### src/rtl/flash_seq_pkg.sv
package flash_seq_pkg;

  typedef enum logic [1:0] {
    OP_READ = 2'd0,
    OP_PROG = 2'd1,
    OP_SECT = 2'd2,
    OP_CHIP = 2'd3
  } op_e;

  typedef enum logic [2:0] {
    B_IDLE, B_WLO, B_WHI, B_RLO, B_RHZ
  } bus_st_e;

  typedef enum logic [2:0] {
    T_IDLE, T_ISSUE, T_WAITW, T_ACCEPT, T_PISSUE, T_PWAIT, T_RISSUE, T_RWAIT
  } top_st_e;

  localparam logic [15:0] KEY_ADDR_A = 16'h5555;
  localparam logic [15:0] KEY_ADDR_B = 16'h2AAA;
  localparam logic [7:0]  KEY_BYTE_A = 8'hAA;
  localparam logic [7:0]  KEY_BYTE_B = 8'h55;
  localparam logic [7:0]  CMD_PROG   = 8'hA0;
  localparam logic [7:0]  CMD_ERASE  = 8'h80;
  localparam logic [7:0]  CMD_CHIP   = 8'h10;
  localparam logic [7:0]  CMD_SECT   = 8'h30;

endpackage

### src/rtl/flash_bus_cycle.sv
module flash_bus_cycle
  import flash_seq_pkg::*;
#(
  parameter int ADDR_W = 19,
  parameter int WE_LO  = 4,
  parameter int WE_HI  = 2,
  parameter int RD_CYC = 6,
  parameter int RF_CYC = 2
) (
  input  logic              clk,
  input  logic              rst_n,
  input  logic              start,
  input  logic              is_read,
  input  logic [ADDR_W-1:0] addr,
  input  logic [7:0]        wdata,
  input  logic [7:0]        dq_in,
  output logic              ce_n,
  output logic              we_n,
  output logic              oe_n,
  output logic [ADDR_W-1:0] bus_addr,
  output logic [7:0]        dq_out,
  output logic              dq_oe,
  output logic [7:0]        rdata,
  output logic              idle,
  output logic              last
);

  localparam int MAX_AB = (WE_LO > WE_HI) ? WE_LO : WE_HI;
  localparam int MAX_CD = (RD_CYC > RF_CYC) ? RD_CYC : RF_CYC;
  localparam int MAXC   = (MAX_AB > MAX_CD) ? MAX_AB : MAX_CD;
  localparam int CW     = $clog2(MAXC + 1);

  bus_st_e         st;
  logic [CW-1:0]   cnt;
  logic [ADDR_W-1:0] addr_q;
  logic [7:0]      data_q;

  always_ff @(posedge clk) begin
    if (!rst_n) begin
      st     <= B_IDLE;
      cnt    <= '0;
      addr_q <= '0;
      data_q <= '0;
      rdata  <= '0;
    end else begin
      case (st)
        B_IDLE: if (start) begin
          addr_q <= addr;
          data_q <= wdata;
          st     <= is_read ? B_RLO : B_WLO;
          cnt    <= is_read ? CW'(RD_CYC - 1) : CW'(WE_LO - 1);
        end
        B_WLO: if (cnt == '0) begin
          st  <= B_WHI;
          cnt <= CW'(WE_HI - 1);
        end else cnt <= cnt - 1'b1;
        B_WHI: if (cnt == '0) st <= B_IDLE;
               else cnt <= cnt - 1'b1;
        B_RLO: if (cnt == '0) begin
          rdata <= dq_in;
          st    <= B_RHZ;
          cnt   <= CW'(RF_CYC - 1);
        end else cnt <= cnt - 1'b1;
        B_RHZ: if (cnt == '0) st <= B_IDLE;
               else cnt <= cnt - 1'b1;
        default: st <= B_IDLE;
      endcase
    end
  end

  assign ce_n     = !(st == B_WLO || st == B_RLO);
  assign we_n     = (st != B_WLO);
  assign oe_n     = (st != B_RLO);
  assign dq_oe    = (st == B_WLO || st == B_WHI);
  assign bus_addr = addr_q;
  assign dq_out   = data_q;
  assign idle     = (st == B_IDLE);
  assign last     = (st == B_WHI || st == B_RHZ) && (cnt == '0);

  // Checker counters: length of each strobe-low run
  logic [CW:0] lo_w, lo_r;
  always_ff @(posedge clk) begin
    if (!rst_n) begin
      lo_w <= '0;
      lo_r <= '0;
    end else begin
      lo_w <= we_n ? '0 : lo_w + 1'b1;
      lo_r <= oe_n ? '0 : lo_r + 1'b1;
    end
  end

  AST_WE_LOW_WIDTH: assert property (@(posedge clk) disable iff (!rst_n)
    $rose(we_n) |-> (int'(lo_w) == WE_LO));
  AST_OE_LOW_WIDTH: assert property (@(posedge clk) disable iff (!rst_n)
    $rose(oe_n) |-> (int'(lo_r) == RD_CYC));
  AST_START_WHEN_IDLE: assert property (@(posedge clk) disable iff (!rst_n)
    start |-> idle);

endmodule

### src/rtl/flash_cmd_gen.sv
module flash_cmd_gen
  import flash_seq_pkg::*;
#(
  parameter int ADDR_W = 19,
  parameter int NSECT  = 8
) (
  input  op_e               op,
  input  logic [2:0]        step,
  input  logic [ADDR_W-1:0] addr,
  input  logic [7:0]        data,
  input  logic [NSECT-1:0]  mask,
  output logic [ADDR_W-1:0] c_addr,
  output logic [7:0]        c_data,
  output logic              c_last
);

  localparam int IW      = (NSECT > 1) ? $clog2(NSECT) : 1;
  localparam int SECT_SH = ADDR_W - IW;

  logic [IW-1:0]    low_idx;
  logic [NSECT-1:0] rest;
  logic [ADDR_W-1:0] sect_base;

  always_comb begin
    low_idx = '0;
    for (int i = NSECT - 1; i >= 0; i--) begin
      if (mask[i]) low_idx = IW'(i);
    end
  end

  assign rest      = mask & (mask - 1'b1);
  assign sect_base = {low_idx, {SECT_SH{1'b0}}};

  always_comb begin
    c_last = 1'b0;
    c_addr = ADDR_W'(KEY_ADDR_A);
    c_data = KEY_BYTE_A;
    if (op == OP_PROG) begin
      case (step)
        3'd0: begin c_addr = ADDR_W'(KEY_ADDR_A); c_data = KEY_BYTE_A; end
        3'd1: begin c_addr = ADDR_W'(KEY_ADDR_B); c_data = KEY_BYTE_B; end
        3'd2: begin c_addr = ADDR_W'(KEY_ADDR_A); c_data = CMD_PROG;   end
        default: begin c_addr = addr; c_data = data; c_last = 1'b1; end
      endcase
    end else begin
      case (step)
        3'd0: begin c_addr = ADDR_W'(KEY_ADDR_A); c_data = KEY_BYTE_A; end
        3'd1: begin c_addr = ADDR_W'(KEY_ADDR_B); c_data = KEY_BYTE_B; end
        3'd2: begin c_addr = ADDR_W'(KEY_ADDR_A); c_data = CMD_ERASE;  end
        3'd3: begin c_addr = ADDR_W'(KEY_ADDR_A); c_data = KEY_BYTE_A; end
        3'd4: begin c_addr = ADDR_W'(KEY_ADDR_B); c_data = KEY_BYTE_B; end
        default: begin
          if (op == OP_CHIP) begin
            c_addr = ADDR_W'(KEY_ADDR_A);
            c_data = CMD_CHIP;
            c_last = 1'b1;
          end else begin
            c_addr = sect_base;
            c_data = CMD_SECT;
            c_last = (rest == '0);
          end
        end
      endcase
    end
  end

endmodule

### src/rtl/flash_poll_timer.sv
module flash_poll_timer
  import flash_seq_pkg::*;
#(
  parameter int               TMO_W    = 40,
  parameter logic [TMO_W-1:0] TMO_PROG = 40'd20_000,
  parameter logic [TMO_W-1:0] TMO_SECT = 40'd4_000_000_000,
  parameter logic [TMO_W-1:0] TMO_CHIP = 40'd15_000_000_000
) (
  input  logic clk,
  input  logic rst_n,
  input  logic run,
  input  op_e  op,
  output logic hit
);

  logic [TMO_W-1:0] cnt, limit;

  always_comb begin
    case (op)
      OP_PROG: limit = TMO_PROG;
      OP_CHIP: limit = TMO_CHIP;
      default: limit = TMO_SECT;
    endcase
  end

  assign hit = (cnt >= limit);

  always_ff @(posedge clk) begin
    if (!rst_n)    cnt <= '0;
    else if (!run) cnt <= '0;
    else if (!hit) cnt <= cnt + 1'b1;
  end

  AST_TMO_STICKY: assert property (@(posedge clk) disable iff (!rst_n)
    (hit && run) |=> hit);

endmodule

### src/rtl/flash_cmd_seq.sv
module flash_cmd_seq
  import flash_seq_pkg::*;
#(
  parameter int               ADDR_W   = 19,
  parameter int               NSECT    = 8,
  parameter int               WE_LO    = 4,
  parameter int               WE_HI    = 2,
  parameter int               RD_CYC   = 6,
  parameter int               RF_CYC   = 2,
  parameter int               ACC_CYC  = 5000,
  parameter int               TMO_W    = 40,
  parameter logic [TMO_W-1:0] TMO_PROG = 40'd20_000,
  parameter logic [TMO_W-1:0] TMO_SECT = 40'd4_000_000_000,
  parameter logic [TMO_W-1:0] TMO_CHIP = 40'd15_000_000_000
) (
  input  logic              clk,
  input  logic              rst_n,
  input  logic              req_valid,
  output logic              req_ready,
  input  logic [1:0]        req_op,
  input  logic [ADDR_W-1:0] req_addr,
  input  logic [7:0]        req_data,
  input  logic [NSECT-1:0]  req_sect,
  output logic              busy,
  output logic              done,
  output logic              error,
  output logic [7:0]        rd_data,
  output logic [ADDR_W-1:0] f_addr,
  output logic [7:0]        f_dq_out,
  output logic              f_dq_oe,
  input  logic [7:0]        f_dq_in,
  output logic              f_ce_n,
  output logic              f_we_n,
  output logic              f_oe_n
);

  localparam int AW_CNT = $clog2(ACC_CYC + 1);

  top_st_e             st;
  op_e                 op_q;
  logic [ADDR_W-1:0]   addr_q, poll_addr;
  logic [7:0]          data_q;
  logic [NSECT-1:0]    mask_q;
  logic [2:0]          step;
  logic [AW_CNT-1:0]   acc_cnt;

  logic [ADDR_W-1:0]   c_addr, b_addr;
  logic [7:0]          c_data, b_rdata;
  logic                c_last, b_start, b_read, b_idle, b_last;
  logic                tmo_hit, tmo_run, exp7;

  flash_cmd_gen #(.ADDR_W(ADDR_W), .NSECT(NSECT)) u_gen (
    .op(op_q), .step(step), .addr(addr_q), .data(data_q), .mask(mask_q),
    .c_addr(c_addr), .c_data(c_data), .c_last(c_last)
  );

  assign b_start = (st == T_ISSUE) || (st == T_PISSUE) || (st == T_RISSUE);
  assign b_read  = (st != T_ISSUE);
  assign b_addr  = (st == T_ISSUE)  ? c_addr :
                   (st == T_PISSUE) ? poll_addr : addr_q;

  flash_bus_cycle #(
    .ADDR_W(ADDR_W), .WE_LO(WE_LO), .WE_HI(WE_HI),
    .RD_CYC(RD_CYC), .RF_CYC(RF_CYC)
  ) u_bus (
    .clk(clk), .rst_n(rst_n), .start(b_start), .is_read(b_read),
    .addr(b_addr), .wdata(c_data), .dq_in(f_dq_in),
    .ce_n(f_ce_n), .we_n(f_we_n), .oe_n(f_oe_n), .bus_addr(f_addr),
    .dq_out(f_dq_out), .dq_oe(f_dq_oe), .rdata(b_rdata),
    .idle(b_idle), .last(b_last)
  );

  assign tmo_run = (st == T_PISSUE) || (st == T_PWAIT);

  flash_poll_timer #(
    .TMO_W(TMO_W), .TMO_PROG(TMO_PROG), .TMO_SECT(TMO_SECT), .TMO_CHIP(TMO_CHIP)
  ) u_tmo (
    .clk(clk), .rst_n(rst_n), .run(tmo_run), .op(op_q), .hit(tmo_hit)
  );

  assign exp7      = (op_q == OP_PROG) ? data_q[7] : 1'b1;
  assign req_ready = (st == T_IDLE);
  assign busy      = (st != T_IDLE);
  assign rd_data   = b_rdata;

  always_ff @(posedge clk) begin
    if (!rst_n) begin
      st        <= T_IDLE;
      op_q      <= OP_READ;
      addr_q    <= '0;
      data_q    <= '0;
      mask_q    <= '0;
      step      <= '0;
      acc_cnt   <= '0;
      poll_addr <= '0;
      done      <= 1'b0;
      error     <= 1'b0;
    end else begin
      done  <= 1'b0;
      error <= 1'b0;
      case (st)
        T_IDLE: if (req_valid) begin
          op_q   <= op_e'(req_op);
          addr_q <= req_addr;
          data_q <= req_data;
          mask_q <= req_sect;
          step   <= '0;
          case (op_e'(req_op))
            OP_READ: st <= T_RISSUE;
            OP_SECT: if (req_sect == '0) error <= 1'b1;
                     else st <= T_ISSUE;
            default: st <= T_ISSUE;
          endcase
        end
        T_ISSUE: st <= T_WAITW;
        T_WAITW: if (b_last) begin
          if (c_last) begin
            poll_addr <= c_addr;
            acc_cnt   <= '0;
            st        <= (op_q == OP_SECT) ? T_ACCEPT : T_PISSUE;
          end else begin
            if (step != 3'd5) step <= step + 1'b1;
            if (op_q == OP_SECT && step == 3'd5) mask_q <= mask_q & (mask_q - 1'b1);
            st <= T_ISSUE;
          end
        end
        T_ACCEPT: if (acc_cnt == AW_CNT'(ACC_CYC - 1)) st <= T_PISSUE;
                  else acc_cnt <= acc_cnt + 1'b1;
        T_PISSUE: st <= T_PWAIT;
        T_PWAIT: if (b_last) begin
          if (b_rdata[7] == exp7) begin
            done <= 1'b1;
            st   <= T_IDLE;
          end else if (tmo_hit) begin
            error <= 1'b1;
            st    <= T_IDLE;
          end else st <= T_PISSUE;
        end
        T_RISSUE: st <= T_RWAIT;
        T_RWAIT: if (b_last) begin
          done <= 1'b1;
          st   <= T_IDLE;
        end
        default: st <= T_IDLE;
      endcase
    end
  end

  AST_IDLE_QUIET: assert property (@(posedge clk) disable iff (!rst_n)
    req_ready |-> (f_ce_n && f_we_n && f_oe_n && !f_dq_oe));
  AST_DONE_ERR_EXCL: assert property (@(posedge clk) disable iff (!rst_n)
    !(done && error));
  AST_ACCEPT_QUIET: assert property (@(posedge clk) disable iff (!rst_n)
    (st == T_ACCEPT) |-> (f_we_n && f_oe_n));
  AST_ERR_CAUSE: assert property (@(posedge clk) disable iff (!rst_n)
    (error && $past(st) != T_IDLE) |-> $past(tmo_hit));
  AST_POLL_MATCH: assert property (@(posedge clk) disable iff (!rst_n)
    (done && $past(st) == T_PWAIT) |-> (b_rdata[7] == exp7));

endmodule

### config.mk
export PLATFORM = sky130hd
export DESIGN_NAME = flash_cmd_seq
export DESIGN_NICKNAME = d
export VERILOG_FILES = /design/src/rtl/flash_seq_pkg.sv /design/src/rtl/flash_bus_cycle.sv /design/src/rtl/flash_cmd_gen.sv /design/src/rtl/flash_poll_timer.sv /design/src/rtl/flash_cmd_seq.sv
export SDC_FILE = /design/constraint.sdc
export NUM_CORES = 1
export LEC_CHECK = 0
export ABC_AREA = 0
export BUFFER_PORTS_ARGS = -buffer_cell sky130_fd_sc_hd__buf_2
export CAP_MARGIN = 0
export CORE_MARGIN = 3
export CORE_UTILIZATION = 56
export CTS_CLUSTER_SIZE = 12
export DETAILED_ROUTE_END_ITERATION = 10
export PLACE_DENSITY = 0.8
export SETUP_SLACK_MARGIN = 0.15
export SYNTH_ARGS = -nofsm -noshare
export SYNTH_HDL_FRONTEND = slang
export SYNTH_SLANG_ARGS = --single-unit
export TNS_END_PERCENT = 10
### constraint.sdc
create_clock -name clk -period 3.1 [get_ports clk]
set_input_delay 0.31 -clock clk [delete_from_list [all_inputs] [get_ports clk]]
set_output_delay 0.31 -clock clk [all_outputs]
set_load 0.05 [all_outputs]
# Yosys cells after proc, flatten, opt, wreduce, memory -nomap -nowiden
# Index checks and enable logic that the tools add are counted.
[classes]
addsub = 5
n_mul = 0
n_div = 0
n_lt_le_gt_ge = 1
eq_ne = 42
shift = 0
muxes = 72
n_bitwise = 1
n_reduce_logical = 39
[op_table]
columns = ["cell", "n"]
rows = [
  ["3-bit two-way mux", 30],
  ["19-bit two-way mux", 4],
  ["19-bit case mux with 2 select lines", 2],
  ["34-bit case mux with 2 select lines", 1],
  ["8-bit case mux with 3 select lines", 2],
  ["40-bit by 1-bit adder with 40-bit output, second input constant", 1],
  ["40-bit by 34-bit greater-or-equal comparator with 1-bit output", 1],
  ["8-bit two-way mux", 5],
  ["13-bit two-way mux", 3],
  ["13-bit case mux with 2 select lines", 1],
  ["2-bit inequality test, second input constant", 12],
  ["3-bit case mux with 8 select lines", 1],
  ["3-bit equality test, second input constant", 7],
  ["3-bit by 2-bit equality test with 1-bit output, second input constant", 6],
  ["8-bit zero test", 2],
  ["8-bit case mux with 2 select lines", 1],
  ["1-bit two-way mux", 14],
  ["13-bit by 1-bit adder with 13-bit output, second input constant", 1],
  ["13-bit equality test, second input constant", 1],
  ["3-bit zero test", 4],
  ["3-bit case mux with 2 select lines", 2],
  ["3-bit case mux with 4 select lines", 1],
  ["5-bit AND reduction", 2],
  ["2-bit OR reduction", 5],
  ["28 further kinds", 51],
]
[word_totals]
ff_bits = 158
latch_bits = 0
ramBits = 0
romBits = 0
in_bits = 48
word_cells = 176
memories = 0

# Longest topological paths before layout
[logic_depth]
depth_word = 12
mapped_depth = 13
ltp_nobuf = 10

# Hierarchy
# A second synthesis with hierarchy kept.
[hier_totals]
hier_cells = 1088
hier_area_um2 = 8649.5
[by_module_without_submodules]
columns = ["module", "instances", "cells_per_inst", "area_each_um2", "seq_area_each_um2"]
rows = [
  ["flash_cmd_seq", 1, 480, 3642.2, 1541.5],
  ["flash_poll_timer", 1, 310, 2665.1, 800.8],
  ["flash_bus_cycle", 1, 206, 1814.2, 820.8],
  ["flash_cmd_gen", 1, 92, 528.0, 0.0],
]

# Worst setup path before layout
# OpenSTA, ideal clock, no wires.
[synth_path]
kind = "register to register"
startpoint = "register st[0]"
endpoint = "register step[1]"
t_arrival_ns = 2.785
required_ns = 2.983
path_slack_ns = 0.198
path_stages_with_launch = 8
path_buffers = 2
cell_sequence = "dfxtp_1 > clkbuf_1 > nor3_1 > nand2_1 > a21o_1 > buf_2 > a31o_2 > a32o_1"
[synth_between]
elab_chain_len = 3
[synth_lines]
columns = ["item", "line_no", "rtl"]
rows = [
  ["start: declaration", "flash_cmd_seq.sv:39", "top_st_e st;"],
  ["start signal: assignment", "flash_cmd_seq.sv:120", "st <= (op_q == OP_SECT) ? T_ACCEPT : T_PISSUE;"],
  ["3-bit zero test *", "n/a", ""],
  ["net req_ready", "flash_cmd_seq.sv:19", "output logic req_ready,"],
  ["2-bit inequality test (no line) / 2-bit nonzero test (equally long branches)", "n/a", ""],
  ["5-bit AND reduction (no line)", "n/a", ""],
  ["end signal: assignment", "flash_cmd_seq.sv:122", "if (step != 3'd5) step <= step + 1'b1;"],
  ["end: declaration", "flash_cmd_seq.sv:44", "logic [2:0] step;"],
]
# The timed path passes the listed nets; every way through them passes the cells marked *.
# A chain may end at the register's enable or synchronous reset.

# Worst setup path in the final report
[layout_path]
startpoint = "register op_q[1]"
endpoint = "register st[2]"
[layout_between]
elab_chain_len = 7
[layout_lines]
columns = ["item", "line_no", "rtl"]
rows = [
  ["start: declaration", "flash_cmd_seq.sv:40", "op_e op_q;"],
  ["start signal: assignment", "flash_cmd_seq.sv:103", "op_q <= op_e'(req_op);"],
  ["2-bit equality test / 2-bit by 1-bit equality test with 1-bit output (equally long branches)", "n/a", ""],
  ["34-bit case mux with 2 select lines / 1-bit two-way mux (equally long branches)", "flash_poll_timer.sv:19, flash_cmd_gen.sv:53", ""],
  ["40-bit by 34-bit greater-or-equal comparator with 1-bit output / 1-bit two-way mux (equally long branches)", "flash_poll_timer.sv:26, flash_cmd_gen.sv:46", ""],
  ["3-bit two-way mux / 1-bit two-way mux (equally long branches)", "flash_cmd_seq.sv:134, flash_cmd_gen.sv:38", ""],
  ["3-bit two-way mux (on tied branches)", "flash_cmd_seq.sv:131, flash_cmd_seq.sv:117", ""],
  ["3-bit two-way mux (on tied branches)", "flash_cmd_seq.sv:130, flash_cmd_seq.sv:116", ""],
  ["3-bit case mux with 8 select lines *", "flash_cmd_seq.sv:101", "case (st)"],
]
# Mark *: on every way between the ends. The rest lies on a longest branch, timed or not. The select of a mux whose other input is x is not followed.

==> out/results.txt <==
IO Pins: 91
synthesized cell area: 8330 sq um
P per Cell Area: 757 nW/um^2
critical path's largest stage delay: 0.54 ns
clock buffer count from CTS: 17
most common cell after layout, fill and taps aside: dfxtp_1
clock skew: 0.0103 ns
Syn Nets: 1,107
Hold-fix buffers, CTS: 0
Setup crit end kind: flip-flop
design area: 9500 sq um
largest net degree at the start of global routing: 63
average size of a mapped cell: 8.08 sq um
die width: 128 um
Clk Latency, worst-skew pair: 0.43 ns
largest fanout on the critical path: 31
static leakage: 3.67 nW
Critical Path Start Type: flip-flop
drt initial violations: 594
number of max-cap violations: 0
Placed Area: 8880 sq um
simple-gate area share of the yosys netlist: 0.250
Yosys reg bits: 158
fmax: 0.356 GHz
layout cells sized above 1: 0.164
critical path, cell by cell: nand2b_2, inv_6, ha_1, a211oi_1, o211ai_1, a2111o_1, and2_4, or4_1, a31oi_1
fin worst setup slack: 0.291 ns
post-synthesis compound-gate area fraction: 0.213
Fillers: 1,212
chip height: 128 um
grt ovf: 0
Post-Synth Adder-Cell Area: 0.0457
post-synthesis sequential area ratio: 0.380
Worst Path Required: 3.45 ns
outcome: complete, no violations
first-pass GRT wire length: 35.3 mm
Setup CP Type: flip-flop to flip-flop
Post-Synthesis Cells: 1,031
Setup TNS: 0 ns
minimum clock period after layout: 2.81 ns
Rel. slew slack: 0.532
CP delay by family, top: simple AND/OR/NAND/NOR gates
crit share post-route: 0.906
DIE AREA: 16,400 sq um
number of global-route vias before repair: 7,200
dominant synthesized flop cell: dfxtp_1
clk root buf: clkbuf_16
routed via count: 7,848
post-synthesis mux area share: 0.0446
Arr. time, crit path: 3.16 ns
Yosys warning total: 0
drt wl/cell: 16.3 um
CTS tree: done
Max VDD drop: 0.546 mV
routed wire length: 21.0 mm
RePlAce Congestion: 0.848
Final Slew Violations: 0
Final nets: 1,170
number of enable flip-flop cells after synthesis: 0
area grow syn2layout: 14.0%
Initial Util: 0.587
Worst-path clk slew: 0.07 ns
Core Area: 14,200 sq um
H-tree depth: 4
Synth Area in XOR/XNOR: 0.0147
largest family of logic cells by synthesized area: simple AND/OR/NAND/NOR gates
Unique masters post-synth: 76
DP HPWL: 14.0 mm
worst-margin pin slew: 0.699 ns
worst slack, placed: 0.154 ns
DRT Pass-1 Iters: 6
post-route ant nets: 0
Via density: 6.10
fraction of registers with async set/reset: 0
Worst Hold Class: input port to flip-flop
post-CTS setup buffers: 0
initial antenna violation count: 0
# setup viols final: 0
clock tree buffer depth: 2
GRT Util Overall: 0.260
Slowest-stage cell, CP: or4_1
crit path buf inv count: 1
detailed-route DRC error count: 0
diodes inserted: 0
# rows: 43
RSZ-0062 raised after global routing: no
commonest cells after routing, fill and taps aside: dfxtp_1, nand2_1, a21oi_1
Sink Count: 158
Final Hold Vio Count: 0
Port Buf Inserts: 90
## worst reg2reg max path: stages (launching register included)
cell and delay, ns:
dfxtp_1 0.32, nand2b_2 0.22, inv_6 0.14, ha_1 0.25, a211oi_1 0.23, o211ai_1 0.13
a2111o_1 0.46, and2_4 0.27, or4_1 0.55, a31oi_1 0.17
## logic make-up after synthesis
logic type,Yosys count
adders and majority gates,31
DFF,158
muxes,37
buffers and inverters,96
and+or+nand+nor,414
AOI/OAI and AO/OA,281
xor gates and xnor gates,14
## state kept, by name, indices dropped and copies added (netlist names)
name,cells
u_bus.st,3
op_q,2
st,3
poll_addr,19
done,1
error,1
u_bus.bus_addr,19
addr_q,19
u_tmo.cnt,40
mask_q,8
data_q,8
u_bus.dq_out,8
u_bus.cnt,3
u_bus.rdata,8
acc_cnt,13
step,3
## per-stage QoR
step / power, mW / util / instances / hold WS (ns)
global route: 7.63 / 0.669 / 1287 / 0.109
finish: 7.19 / 0.669 / 1287 / 0.115
CTS: 7.21 / 0.666 / 1286 / 0.102
detailed placement: 5.13 / 0.625 / 1254 / 0.445
floorplan: 4.47 / - / 1031 / 0.433
global placement: 5.09 / 0.625 / 1254 / 0.442
## path summary, 6_finish.rpt
path                                   from         to  slack (ns)  cells past startpoint
worst max-delay path                op_q[1]      st[2]        0.29                      9
worst min-delay path            req_addr[5]  addr_q[5]        0.11                      3
worst max register to register      op_q[1]      st[2]        0.29                      9
worst min register to register    data_q[6]  data_q[6]        0.45                      2
## cells in the mapped netlist (all sizes together) (15+ instances only)
library cell	count	share of area
nand3	42	0.025
inv	22	0.011
o31ai	27	0.024
clkbuf	47	0.021
ha	28	0.042
o211ai	15	0.014
a211oi	16	0.015
nor2	82	0.037
or3	17	0.013
mux2i	36	0.043
nor3	21	0.013
dfxtp	158	0.38
nand2	141	0.064
buf	27	0.020
o21ai	40	0.024
a21oi	125	0.075
or4	33	0.030
## final cells by class
| cell class | count | area, sq um | area share |
|---|---|---|---|
| Tap cell | 180 | 225 | 0.0237 |
| Timing Repair Buffer | 117 | 666 | 0.0701 |
| Clock inverter | 14 | 144 | 0.0151 |
| Inverter | 22 | 87.6 | 0.00922 |
| Sequential cell | 158 | 3160 | 0.333 |
| Multi-Input combinational cell | 778 | 4780 | 0.503 |
| Clock buffer | 18 | 429 | 0.0452 |
## layer usage
metal | global-route usage | share of wire | vias up
met3 | 0.0563 | 0.055 | 35
met2 | 0.419 | 0.48 | 230
met4 | 0.0755 | 0.016 | 0
li1 | - | - | 3891
met1 | 0.352 | 0.45 | 3692
met5 | 0 | 0 | -
## power by group
| group | leakage, nW | switching, mW | total (mW) | internal (mW) |
|---|---|---|---|---|
| sequential | 1.28 | 0.242 | 2.52 | 2.28 |
| clock | 0.281 | 0.922 | 2.06 | 1.14 |
| combinational | 2.11 | 1.82 | 2.61 | 0.793 |
| total | 3.67 | 2.98 | 7.19 | 4.21 |
## timing repair
item / 4_1_cts / 5_1_grt
resized for setup: 1 / 8
pin swaps: 0 / 1
cloned: 0 / 1
setup endpoints to repair: 1 / 74
(Power assumes the default switching activity.)
